File: config.mk
export PLATFORM = sky130hd
export DESIGN_NAME = rate_gen_top
export DESIGN_NICKNAME = d
export VERILOG_FILES = /design/src/rtl/rate_gen_pkg.sv /design/src/rtl/rate_cfg_regs.sv /design/src/rtl/rate_prescaler.sv /design/src/rtl/rate_stage.sv /design/src/rtl/rate_gen_top.sv
export SDC_FILE = /design/constraint.sdc
export NUM_CORES = 1
export LEC_CHECK = 0
export BUFFER_PORTS_ARGS = -buffer_cell sky130_fd_sc_hd__clkbuf_2
export CORE_MARGIN = 1
export CORE_UTILIZATION = 48
export CTS_CLUSTER_DIAMETER = 200
export DETAILED_ROUTE_END_ITERATION = 10
export PLACE_DENSITY = 0.68
export SYNTH_ARGS = -nofsm -noshare
export SYNTH_HDL_FRONTEND = slang
export SYNTH_SLANG_ARGS = --single-unit
File: constraint.sdc
create_clock -name clk -period 3.36 [get_ports clk]
set_input_delay 0.672 -clock clk [delete_from_list [all_inputs] [get_ports clk]]
set_output_delay 0.672 -clock clk [all_outputs]
set_load 0.1 [all_outputs]
File: src/rtl/rate_gen_pkg.sv
package rate_gen_pkg;
   localparam int unsigned SMP_W_DEF    = 16;
   localparam int unsigned BAUD_W_DEF   = 8;
   localparam int unsigned PREDIV_DEF   = 8;
   localparam int unsigned BAUD_MIN_DEF = 4;
   localparam int unsigned SMP_RST_DEF  = 651;
   localparam int unsigned BAUD_RST_DEF = 15;

   typedef enum logic {
      TGT_SAMPLE = 1'b0,
      TGT_BAUD   = 1'b1
   } cfg_target_e;
endpackage

File: src/rtl/rate_cfg_regs.sv
module rate_cfg_regs #(
   parameter int unsigned SMP_W    = 16,
   parameter int unsigned BAUD_W   = 8,
   parameter int unsigned BAUD_MIN = 4,
   parameter int unsigned SMP_RST  = 651,
   parameter int unsigned BAUD_RST = 15
) (
   input  logic              clk,
   input  logic              rst_n,
   input  logic              cfg_we,
   input  logic              cfg_sel,
   input  logic [SMP_W-1:0]  cfg_wdata,
   output logic [SMP_W-1:0]  smp_div,
   output logic [BAUD_W-1:0] bd_div,
   output logic              smp_load,
   output logic              bd_load
);
   import rate_gen_pkg::*;

   localparam logic [SMP_W-1:0]  SMP_INIT  = SMP_W'(SMP_RST);
   localparam logic [BAUD_W-1:0] BAUD_INIT = BAUD_W'(BAUD_RST);
   localparam logic [BAUD_W-1:0] BAUD_LOW  = BAUD_W'(BAUD_MIN);

   logic [BAUD_W-1:0] bd_wval;
   logic              bd_ok;

   assign bd_wval  = cfg_wdata[BAUD_W-1:0];
   assign bd_ok    = (bd_wval >= BAUD_LOW);
   assign smp_load = cfg_we && (cfg_target_e'(cfg_sel) == TGT_SAMPLE);
   assign bd_load  = cfg_we && (cfg_target_e'(cfg_sel) == TGT_BAUD) && bd_ok;

   always_ff @(posedge clk or negedge rst_n) begin
      if (!rst_n) begin
         smp_div <= SMP_INIT;
         bd_div  <= BAUD_INIT;
      end else begin
         if (smp_load) smp_div <= cfg_wdata;
         if (bd_load)  bd_div  <= bd_wval;
      end
   end
endmodule

File: src/rtl/rate_prescaler.sv
module rate_prescaler #(
   parameter int unsigned RATIO = 8
) (
   input  logic clk,
   input  logic rst_n,
   input  logic use_div,
   output logic tick
);
   generate
      if (RATIO > 1) begin : g_div
         localparam int unsigned PW = $clog2(RATIO);
         localparam logic [PW-1:0] LAST = PW'(RATIO - 1);
         logic [PW-1:0] pcnt;
         logic          pwrap;

         assign pwrap = (pcnt == LAST);

         always_ff @(posedge clk or negedge rst_n) begin
            if (!rst_n)      pcnt <= '0;
            else if (pwrap)  pcnt <= '0;
            else             pcnt <= pcnt + 1'b1;
         end

         assign tick = use_div ? pwrap : 1'b1;
      end else begin : g_nodiv
         assign tick = 1'b1;
      end
   endgenerate
endmodule

File: src/rtl/rate_stage.sv
module rate_stage #(
   parameter int unsigned W = 16
) (
   input  logic         clk,
   input  logic         rst_n,
   input  logic         reload,
   input  logic         adv,
   input  logic         active,
   input  logic [W-1:0] term,
   output logic         wrap
);
   logic [W-1:0] cnt;

   assign wrap = adv && active && (cnt >= term);

   always_ff @(posedge clk or negedge rst_n) begin
      if (!rst_n)            cnt <= '0;
      else if (reload)       cnt <= '0;
      else if (wrap)         cnt <= '0;
      else if (adv && active) cnt <= cnt + 1'b1;
   end
endmodule

File: src/rtl/rate_gen_top.sv
module rate_gen_top #(
   parameter int unsigned SMP_W    = rate_gen_pkg::SMP_W_DEF,
   parameter int unsigned BAUD_W   = rate_gen_pkg::BAUD_W_DEF,
   parameter int unsigned PREDIV   = rate_gen_pkg::PREDIV_DEF,
   parameter int unsigned BAUD_MIN = rate_gen_pkg::BAUD_MIN_DEF,
   parameter int unsigned SMP_RST  = rate_gen_pkg::SMP_RST_DEF,
   parameter int unsigned BAUD_RST = rate_gen_pkg::BAUD_RST_DEF
) (
   input  logic             clk,
   input  logic             rst_n,
   input  logic             cfg_we,
   input  logic             cfg_sel,
   input  logic [SMP_W-1:0] cfg_wdata,
   input  logic             src_div8,
   output logic             sample_stb,
   output logic             baud_stb
);
   generate
      if (BAUD_W > SMP_W) begin : g_bad_w
         $error("baud divisor wider than write data");
      end
      if (PREDIV < 1) begin : g_bad_pre
         $error("prescale ratio must be at least 1");
      end
      if (BAUD_RST < BAUD_MIN || BAUD_RST >= (1 << BAUD_W)) begin : g_bad_brst
         $error("baud divisor reset value out of range");
      end
      if (SMP_RST >= (1 << SMP_W)) begin : g_bad_srst
         $error("sample divisor reset value out of range");
      end
   endgenerate

   logic [SMP_W-1:0]  smp_div;
   logic [BAUD_W-1:0] bd_div;
   logic              smp_load;
   logic              bd_load;
   logic              in_tick;
   logic              smp_on;
   logic [SMP_W-1:0]  smp_term;

   rate_cfg_regs #(
      .SMP_W(SMP_W), .BAUD_W(BAUD_W), .BAUD_MIN(BAUD_MIN),
      .SMP_RST(SMP_RST), .BAUD_RST(BAUD_RST)
   ) i_regs (
      .clk(clk), .rst_n(rst_n), .cfg_we(cfg_we), .cfg_sel(cfg_sel),
      .cfg_wdata(cfg_wdata), .smp_div(smp_div), .bd_div(bd_div),
      .smp_load(smp_load), .bd_load(bd_load)
   );

   rate_prescaler #(.RATIO(PREDIV)) i_pre (
      .clk(clk), .rst_n(rst_n), .use_div(src_div8), .tick(in_tick)
   );

   assign smp_on   = (smp_div != '0);
   assign smp_term = smp_div - 1'b1;

   rate_stage #(.W(SMP_W)) i_smp (
      .clk(clk), .rst_n(rst_n), .reload(smp_load), .adv(in_tick),
      .active(smp_on), .term(smp_term), .wrap(sample_stb)
   );

   rate_stage #(.W(BAUD_W)) i_baud (
      .clk(clk), .rst_n(rst_n), .reload(bd_load), .adv(sample_stb),
      .active(1'b1), .term(bd_div), .wrap(baud_stb)
   );
endmodule

==> results by group, run 1 <==
Run status
  – Status: finished with violations
  – Failing checks: setup timing

Die
  – Die X: 81.9 um
  – Die height: ~80 um
  – # rows: 28
  – Core box area: between 0.006 and 0.007 sq mm
  – Initial Util: 50.8%
  – I/O Pins: 23
  – Die area: 0.00670 sq mm

Synthesis
  – Top cell type's share of synthesized area: around 34%
  – Leading area contributor after synthesis: dfrtp_1
  – Flops & latches, synth: 51
  – Most frequent cell after synthesis: dfrtp_1
  – Top post-synthesis cells by count: dfrtp_1, nand2_1, nor2_1
  – Synth Net Count: 361
  – Synth warnings: 0
  – Cell Area, Synth: 0.00306 sq mm
  – Seq/Total Area, Yosys: 42.1%
  – Post-synth EDFFs: 0
  – Post-synth top flop: dfrtp_1
  – Synthesized instance count: 311
  – Unique cell type count in the Yosys netlist: between 40 and 50
  – Mapped Avg Cell Area: 9.84 sq um
  – Async set or reset register ratio after synthesis: 100%
  – Synth area leaders: dfrtp_1, ha_1, dfstp_2

Critical path
  – FF-to-FF path depth: 14
  – Most common cell on crit path: ha_1
  – WP data required: 2.69 ns
  – Slowest CP cell: dfstp_2
  – Reg-to-reg endpoint: i_smp.cnt[6]
  – R2r setup slk: -0.04 ns
  – Worst setup EP type: primary output
  – CP max stage delay: between 0.5 and 0.6 ns
  – Critical Path Fanout Max: 3
  – FF-to-FF Start: i_regs.smp_div[1]
  – CP cell instances: inv_1 > ha_1 > nand2_1 > xor2_1 > ha_1 > a21o_1 > a211oi_1 > o21ai_1 > a2111o_1 > and3_4 > buf_12
  – Critical path launch point type: flop
  – Crit Path Class: flop to primary output
  – CP Data Arrival Time: 3.15 ns
  – Buf/Inv on CP: 2
  – CP delay by family, top: compound AO/OA/AOI/OAI gates
  – Critical Path Start: i_regs.smp_div[1]

Global routing
  – First-pass GRT wire length: between 10000 and 15000 um
  – Initial antenna violation count: 0
  – Grt ovf: 0
  – Largest net degree at the start of global routing: 34
  – GRT Util Overall: 22.4%
  – Vias in the first global route: around 2.4k

Power and ir drop
  – Total power: about 1.5 mW
  – PwrDens: ~400 mW/mm^2
  – Static leakage: roughly 1.7 nW
  – Worst VDD drop: 0.000199 V

Detailed routing
  – Metal2 WL: ~3300 um
  – Metal-1 WL: roughly 3100 um
  – Routed vias: roughly 2.4k
  – DR iter-0 viols: 97
  – Drt first pass iters: 4
  – Routed len/inst: 15.2 um
  – Top layer reached by signal wires: met4
  – Met3 routed WL: 175 um
  – Post-Route WL: 6710 um
  – Antenna-violating nets left: 0
  – Average vias per placed instance: roughly 5.4
  – DRC viols: 0

Clock tree
  – CTS buffer count: 5
  – Clock tree buffer depth: 2
  – CTS tree: yes
  – Clock transition at path regs: 0.10 ns
  – CTS H-tree depth: 2
  – Clock Sinks: 51
  – # hold bufs at CTS: 0
  – Worst skew pair latency: 0.32 ns
  – Root buffer selected by CTS: clkbuf_8

STA
  – Max-slew violations: 0
  – Max Clock Skew: 0.0142 ns
  – RSZ-0062 raised after global routing: true
  – Final hold vios: 0
  – Setup Viol. Count Final: 3
  – Relative max-transition margin: 45.6%
  – Tcrit/Tclk final: 114%
  – Final min period: 3.82 ns
  – Worst Tran Pin Value: between 0.8 and 0.9 ns
  – F_max: roughly 260 MHz
  – Worst Slack Setup Final: -0.463 ns

Placement
  – Final RePlAce weighted congestion: slightly below 0.8
  – PortBufs: 22
  – Detailed Place HPWL: between 5000 and 6000 um
  – Post-DP Area: 0.00353 sq mm

Finish
  – Layout cells sized above 1: 30.3%
  – Antenna diode count: 0
  – Fillers: 523
  – FF/Latch Area: about 0.0013 sq mm
  – Multi-input gate area: 0.00182 sq mm
  – Final core utilization: roughly three fifths
  – Layout Cell Area excl Fill: 0.00372 sq mm
  – Area Growth Syn to Fin: 21.5%
  – Nets@finish: 415

Job
  – Max-Cap Viols: 0

Hold path
  – HP Class: primary input to async pin
## cells in the final DEF (no fill, tap or decap), types with 12 or more instances in the layout
cell type  Yosys  routed
mux2_2        15      15
inv_1         13      12
nor2_1        32      28
xnor2_1       14      14
ha_1          29      29
buf_4          0      30
xor2_1        14      14
o21ai_0       21      20
clkbuf_2       0      20
dfrtp_1       42      42
nand2_1       32      30
## kinds of logic after synthesis
| kind of cell | Yosys count | share of synthesized area (%) |
|---|---|---|
| AND/OR/NAND/NOR | 119 | 19.2 |
| flip-flops | 51 | 42.1 |
| buffers and inverters | 20 | 2.74 |
| AO/OA/AOI/OAI | 49 | 10.6 |
| adder cells (fa/ha/maj) | 29 | 11.9 |
| XOR/XNOR | 28 | 8.01 |
| multiplexers | 15 | 5.52 |
## sequential cells by signal, indices dropped and copies added, names as in the netlist
| name | cells |
|---|---|
| i_regs.bd_div | 8 |
| i_baud.cnt | 8 |
| i_pre.g_div.pcnt | 3 |
| i_regs.smp_div | 16 |
| i_smp.cnt | 16 |
## worst max-delay path by stage
stage            endpoint  slack (ns)  cells past startpoint
2_1_floorplan  sample_stb       -0.20                     11
3_3_place_gp     baud_stb       -0.19                     10
3_5_place_dp     baud_stb       -0.20                     10
4_1_cts          baud_stb       -0.48                     11
5_1_grt          baud_stb       -0.66                     11
6_report         baud_stb       -0.46                     11
## metal layers
| metal | vias up | track usage, % |
|---|---|---|
| met5 | - | 0 |
| met4 | 0 | 6.84 |
| met3 | 10 | 4.11 |
| met2 | 28 | 38.7 |
| met1 | 1141 | 28.2 |
| li1 | 1203 | - |
## timing repair
action                                  CTS  global route
resized for setup                         4            15
cloned                                    0             1
setup buffers                             1             1
pin swaps                                 2             7
endpoints found under the setup margin    4            24
## area by class of cell
class                           count  share of cell area [%]
Tap cell                           75                    2.52
Clock inverter                      2                   0.370
Clock buffer                        6                    1.95
Multi-Input combinational cell    241                    49.0
Sequential cell                    51                    34.6
Inverter                           13                    1.41
Timing Repair Buffer               53                    10.1
## power by group
group          internal, mW  switching (mW)  leakage (nW)
combinational         0.197           0.182          1.01
sequential            0.679          0.0534         0.642
clock                 0.147           0.210        0.0452
## stage by stage
stage               cells  setup slack [ns]  setup TNS (ns)  hold slack, ns
floorplan             311            -0.204          -0.331           0.376
global placement      430            -0.188          -0.314           0.418
detailed placement    430            -0.198          -0.337           0.420
CTS                   439            -0.479          -0.942           0.438
global route          441            -0.655           -4.71           0.465
finish                441            -0.463          -0.945           0.432
Power figures use the tool's default switching activity.
==> run 2: changes to the inputs <==
REMOVE_ABC_BUFFERS = 1   (was default)
==> results by group, run 2 (synthesis gave the netlist of run 1 again) <==
Run status
  – Status: finished with violations
  – Failing checks: setup timing

Finish
  – Layout cells sized above 1: between 20 and 30%
  – Final core utilization: 61.1%
  – Non-filler instance count after layout: 439
  – Largest registers: i_regs.smp_div (16), i_smp.cnt (16)
  – Area Growth Syn to Fin: 20.3%
  – Commonest non-fill, non-tap cell in the layout: dfrtp_1
  – Antenna diode count: 0
  – FF/Latch Area: 0.00129 sq mm
  – Fillers: around 520
  – Layout Cell Area excl Fill: between 0.003 and 0.004 sq mm
  – Multi-input gate area: 0.00181 sq mm
  – Nets@finish: 413
  – Commonest cells after routing, fill and taps aside: dfrtp_1, nor2_1, ha_1

Critical path
  – Critical path launch point type: flop
  – WP data required: 2.69 ns
  – Critical Path Fanout Max: 4
  – Worst setup EP type: primary output
  – Crit Path Class: flop to primary output
  – CP Data Arrival Time: 3.15 ns

Global routing
  – Initial antenna violation count: 0
  – First-pass GRT wire length: 11100 um
  – GRT Util Overall: 22.3%
  – Largest net degree at the start of global routing: 27
  – Grt ovf: 0
  – Vias in the first global route: between 2k and 2.5k

Die
  – # rows: 28
  – Die height: 81.9 um
  – Die X: 81.9 um
  – Die area: around 0.0067 sq mm
  – Core box area: 0.00603 sq mm
  – I/O Pins: 23
  – Initial Util: between 50% and 60%

Clock tree
  – Worst skew pair latency: ~0.3 ns
  – # hold bufs at CTS: 0
  – Root buffer selected by CTS: clkbuf_8
  – Clock tree buffer depth: 2
  – CTS buffer count: 5
  – Clock Sinks: 51
  – CTS tree: yes
  – CTS H-tree depth: 2
  – Clock transition at path regs: about 0.09 ns

STA
  – Max-slew violations: 0
  – Final min period: roughly 3.8 ns
  – Max Clock Skew: roughly 0.011 ns
  – Final hold vios: 0
  – Worst Slack Setup Final: -0.465 ns
  – RSZ-0062 raised after global routing: true
  – Setup TNS: -0.909 ns
  – Tcrit/Tclk final: 114%
  – Hold_ws: 0.226 ns
  – Setup Viol. Count Final: 2
  – Worst Tran Pin Value: ~0.65 ns
  – Relative max-transition margin: 56.3%
  – F_max: between 200 and 300 MHz

Job
  – Max-Cap Viols: 0

Detailed routing
  – Metal2 WL: 3130 um
  – Routed len/inst: around 15 um
  – Met3 routed WL: 298 um
  – DR iter-0 viols: between 90 and 100
  – Antenna-violating nets left: 0
  – Top layer reached by signal wires: met4
  – Routed vias: 2388
  – DRC viols: 0
  – Drt first pass iters: 4
  – Metal-1 WL: about 3300 um
  – Average vias per placed instance: 5.44
  – Post-Route WL: approximately 6800 um

Power and ir drop
  – Static leakage: 1.69 nW
  – PwrDens: about 400 mW/mm^2
  – Total power: 1.46 mW
  – Worst VDD drop: around 0.0003 V

Placement
  – Detailed Place HPWL: 4890 um
  – Dpl cells: between 400 and 500
  – Final RePlAce weighted congestion: approximately 0.8
  – PortBufs: 22
  – Post-Place Worst Slack: -0.504 ns
  – Post-DP Area: 0.00345 sq mm

Hold path
  – HP Class: primary input to async pin
==> run 2: changes by cell type in the layout (fill, tap and decap cells not counted), moves of 2 or more <==
cell / change
nand2_1: -2
nor2_1: +4
nand2_2: +3
nor2_2: -4
buf_4: -2
==> run 2: final timing paths <==
| kind | start | to | slack (ns) | cells past startpoint |
|---|---|---|---|---|
| min in group clk | i_pre.g_div.pcnt[0] | i_pre.g_div.pcnt[0] | 0.44 | 1 |
| max in group asynchronous | rst_n | i_regs.smp_div[3] | 2.48 | 2 |
| max | i_regs.smp_div[2] | baud_stb | -0.46 | 12 |
| min | rst_n | i_baud.cnt[2] | 0.23 | 1 |
| max reg2reg | i_regs.smp_div[2] | i_baud.cnt[3] | 0 | 13 |
| min reg2reg | i_pre.g_div.pcnt[0] | i_pre.g_div.pcnt[0] | 0.44 | 1 |
==> run 2: worst max-delay path, cell delays in order, from the launching register on <==
cell and delay (ns):
dfrtp_1 0.42, nor4_4 0.32, nor4b_4 0.30, buf_4 0.18
nand2_2 0.05, xor2_1 0.15, ha_1 0.31, a21o_1 0.16
nand3_1 0.07, a21oi_1 0.06, a2111o_1 0.44, and3_4 0.22
buf_12 0.16
==> run 2: routing by layer <==
layer | vias to the layer above | global-route usage (%)
met2 | 43 | 34.5
li1 | 1200 | -
met3 | 2 | 5.44
met4 | 0 | 4.91
met1 | 1143 | 31.2
met5 | - | 0
==> run 2: cell type report <==
class,instances,share of cell area (%)
Multi-Input combinational cell,241,49.0
Sequential cell,51,35.0
Timing Repair Buffer,51,9.82
Tap cell,75,2.55
Clock buffer,6,1.97
Inverter,13,1.33
Clock inverter,2,0.340
==> run 2: timing repair <==
| item | 4_1_cts | 5_1_grt |
|---|---|---|
| gates resized for setup | 16 | 7 |
| setup endpoints to repair | 8 | 15 |
| pin swaps | 6 | 1 |
| buffers inserted | 4 | 0 |
| hold endpoints to repair | 0 | 0 |
| cloned | 0 | 1 |
==> run 2: report_power, final <==
part	switching (mW)	total [mW]	internal (mW)
Combinational	0.188	0.385	0.197
Sequential	0.0547	0.734	0.679
Clock	0.199	0.344	0.146
==> run 3: changes to the inputs <==
ABC_AREA = 1   (was default)
==> results by group, run 3 <==
Run status
  – Status: finished with violations
  – Failing checks: setup timing

Synthesis
  – Post-synth top flop: dfrtp_1
  – Top post-synthesis cells by count: nand2_1, inv_1, dfrtp_1
  – Post-synth EDFFs: 0
  – Seq/Total Area, Yosys: 36.9%
  – Cell Area, Synth: 0.00349 sq mm
  – Top cell type's share of synthesized area: a little under a third
  – Synth area leaders: dfrtp_1, nand2_1, ha_1
  – Flops & latches, synth: 51
  – Most frequent cell after synthesis: nand2_1
  – Leading area contributor after synthesis: dfrtp_1
  – Unique cell type count in the Yosys netlist: 39
  – Async set or reset register ratio after synthesis: 100%
  – Mapped Avg Cell Area: slightly below 8 sq um
  – Synth warnings: 0
  – Synthesized instance count: 453

Critical path
  – Slowest CP cell: dfstp_2
  – Critical Path Fanout Max: 4
  – R2r setup slk: between 0.5 and 0.6 ns
  – Critical path launch point type: flop
  – WP data required: 2.69 ns
  – Reg-to-reg endpoint: i_baud.cnt[0]
  – CP Data Arrival Time: about 2.8 ns
  – CP max stage delay: 0.40 ns
  – FF-to-FF Start: i_regs.smp_div[2]
  – Crit Path Class: flop to primary output
  – Critical Path Start: i_regs.smp_div[0]
  – CP cell instances: inv_2 > ha_4 > nand3_4 > nor3b_4 > nand2_1 > nor2_1 > xor2_1 > inv_1 > ha_4 > nand4_1 > nor2_1 > nand2_1 > clkinv_2 > nand2_4 > nand2_4 > nand2_8 > nor2_4 > buf_12
  – Buf/Inv on CP: 4
  – CP Depth: 18
  – FF-to-FF path depth: 21
  – Worst setup EP type: primary output
  – CP delay by family, top: simple AND/OR/NAND/NOR gates

Global routing
  – Vias in the first global route: 2836
  – First-pass GRT wire length: 12700 um
  – Grt ovf: 0
  – Largest net degree at the start of global routing: 52
  – Initial antenna violation count: 0
  – GRT Util Overall: 21.4%

Power and ir drop
  – Worst VDD drop: 0.000235 V
  – Total power: 1.47 mW
  – Static leakage: 2.05 nW
  – PwrDens: between 300 and 400 mW/mm^2

Placement
  – PortBufs: 22
  – Post-DP Area: about 0.0038 sq mm
  – Post-Place Worst Slack: -0.0349 ns
  – Final RePlAce weighted congestion: between 0.8 and 0.9
  – Detailed Place HPWL: roughly 5500 um

Clock tree
  – Root buffer selected by CTS: clkbuf_8
  – Clock Sinks: 51
  – CTS H-tree depth: 2
  – CTS tree: yes
  – Clock tree buffer depth: 2
  – # hold bufs at CTS: 0
  – CTS buffer count: 5
  – Clock transition at path regs: 0.09 ns
  – Worst skew pair latency: 0.31 ns

Detailed routing
  – Antenna-violating nets left: 0
  – Metal-1 WL: between 3000 and 4000 um
  – DRC viols: 0
  – Post-Route WL: 7630 um
  – Average vias per placed instance: slightly above 5
  – Metal2 WL: 3610 um
  – Met3 routed WL: slightly above 200 um
  – Routed len/inst: 12.8 um
  – Top layer reached by signal wires: met4
  – Routed vias: 3025
  – DR iter-0 viols: 140
  – Drt first pass iters: 4

STA
  – Worst Slack Setup Final: -0.101 ns
  – Relative max-transition margin: 56.4%
  – Tcrit/Tclk final: 103%
  – Max-slew violations: 0
  – Max Clock Skew: between 0.01 and 0.015 ns
  – Setup TNS: -0.167 ns
  – Worst Tran Pin Value: 0.653 ns
  – Setup Viol. Count Final: 2
  – Final hold vios: 0
  – RSZ-0062 raised after global routing: true
  – F_max: 289 MHz
  – Final min period: 3.46 ns

Finish
  – Layout cells sized above 1: 22.2%
  – Final core utilization: 58.8%
  – Commonest non-fill, non-tap cell in the layout: nand2_1
  – Antenna diode count: 0
  – Largest registers: i_regs.smp_div (16), i_smp.cnt (16)
  – Nets@finish: 550
  – Fillers: between 600 and 700
  – Commonest cells after routing, fill and taps aside: nand2_1, inv_1, dfrtp_1
  – Layout Cell Area excl Fill: 0.00406 sq mm
  – Area Growth Syn to Fin: 16.4%

Die
  – Core box area: 0.00691 sq mm
  – Die X: between 80 and 90 um
  – Die area: 0.00761 sq mm
  – # rows: 30
  – I/O Pins: 23
  – Die height: 87.3 um
  – Initial Util: 50.5%

Hold path
  – WHS Endpoint: i_pre.g_div.pcnt[0]
  – HP Class: flop to flop
  – Hold Crit Start: i_pre.g_div.pcnt[0]
  – Worst Hold Path Cells: 1

Job
  – Max-Cap Viols: 0
## run 3: cell count changes after synthesis, sizes merged, moves of 4 or more
cell   previous run  this run
nor2             32        36
mux2             15         0
nand2            32       122
inv              13        67
nand4             5        10
a21oi            13        18
and3              7         0
nand3            10        35
o21ai            22        33
xnor2            14         3
## run 3: metrics by stage
step	std cells	hold slack (ns)
final	597	0.438
after global routing	597	0.458
after CTS	593	0.437
after detailed placement	572	0.425
after global placement	572	0.415
after floorplan	445	0.376
## run 3: cell families (layout without fill, tap and decap cells)
kind of cell / after synthesis / in the layout / share of synthesized area [%]
and+or+nand+nor: 222 / 222 / 30.7
buffers and inverters: 76 / 124 / 8.75
AOI/OAI and AO/OA: 55 / 55 / 8.18
DFF: 51 / 51 / 36.9
adders and majority gates: 29 / 29 / 10.4
xor gates and xnor gates: 20 / 20 / 5.02
## run 3: area by class of cell
type	instances	area (sq um)	area share, %
Clock inverter	1	5.00	0.123
Tap cell	96	120	2.96
Sequential cell	51	1290	31.7
Inverter	68	262	6.44
Timing Repair Buffer	48	335	8.26
Clock buffer	7	76.3	1.88
Multi-Input combinational cell	326	1980	48.6
## run 3: how the worst max path moves through the flow
stage               end  slack (ns)
3_3_place_gp   baud_stb        0.08
4_1_cts        baud_stb       -0.08
6_report       baud_stb       -0.10
2_1_floorplan  baud_stb       -0.81
3_5_place_dp   baud_stb       -0.03
5_1_grt        baud_stb       -0.30
## run 3: layer usage
layer | track usage, % | vias to the layer above
met2 | 36.1 | 36
met4 | 6.86 | 0
met3 | 3.79 | 11
li1 | - | 1549
met5 | 0 | -
met1 | 27.8 | 1429
## run 3: where the power goes
| part | total, mW | internal (mW) | switching (mW) |
|---|---|---|---|
| registers | 0.725 | 0.674 | 0.0512 |
| logic | 0.391 | 0.162 | 0.229 |
| clock network | 0.350 | 0.147 | 0.203 |
| total | 1.47 | 0.983 | 0.483 |
## run 3: repair_timing
item                                    in CTS  in global routing
hold endpoints to repair                     0                  0
gates resized for setup                     14                  8
endpoints found under the setup margin       2                  2
buffers inserted                            13                  4
pin swaps                                   17                 14
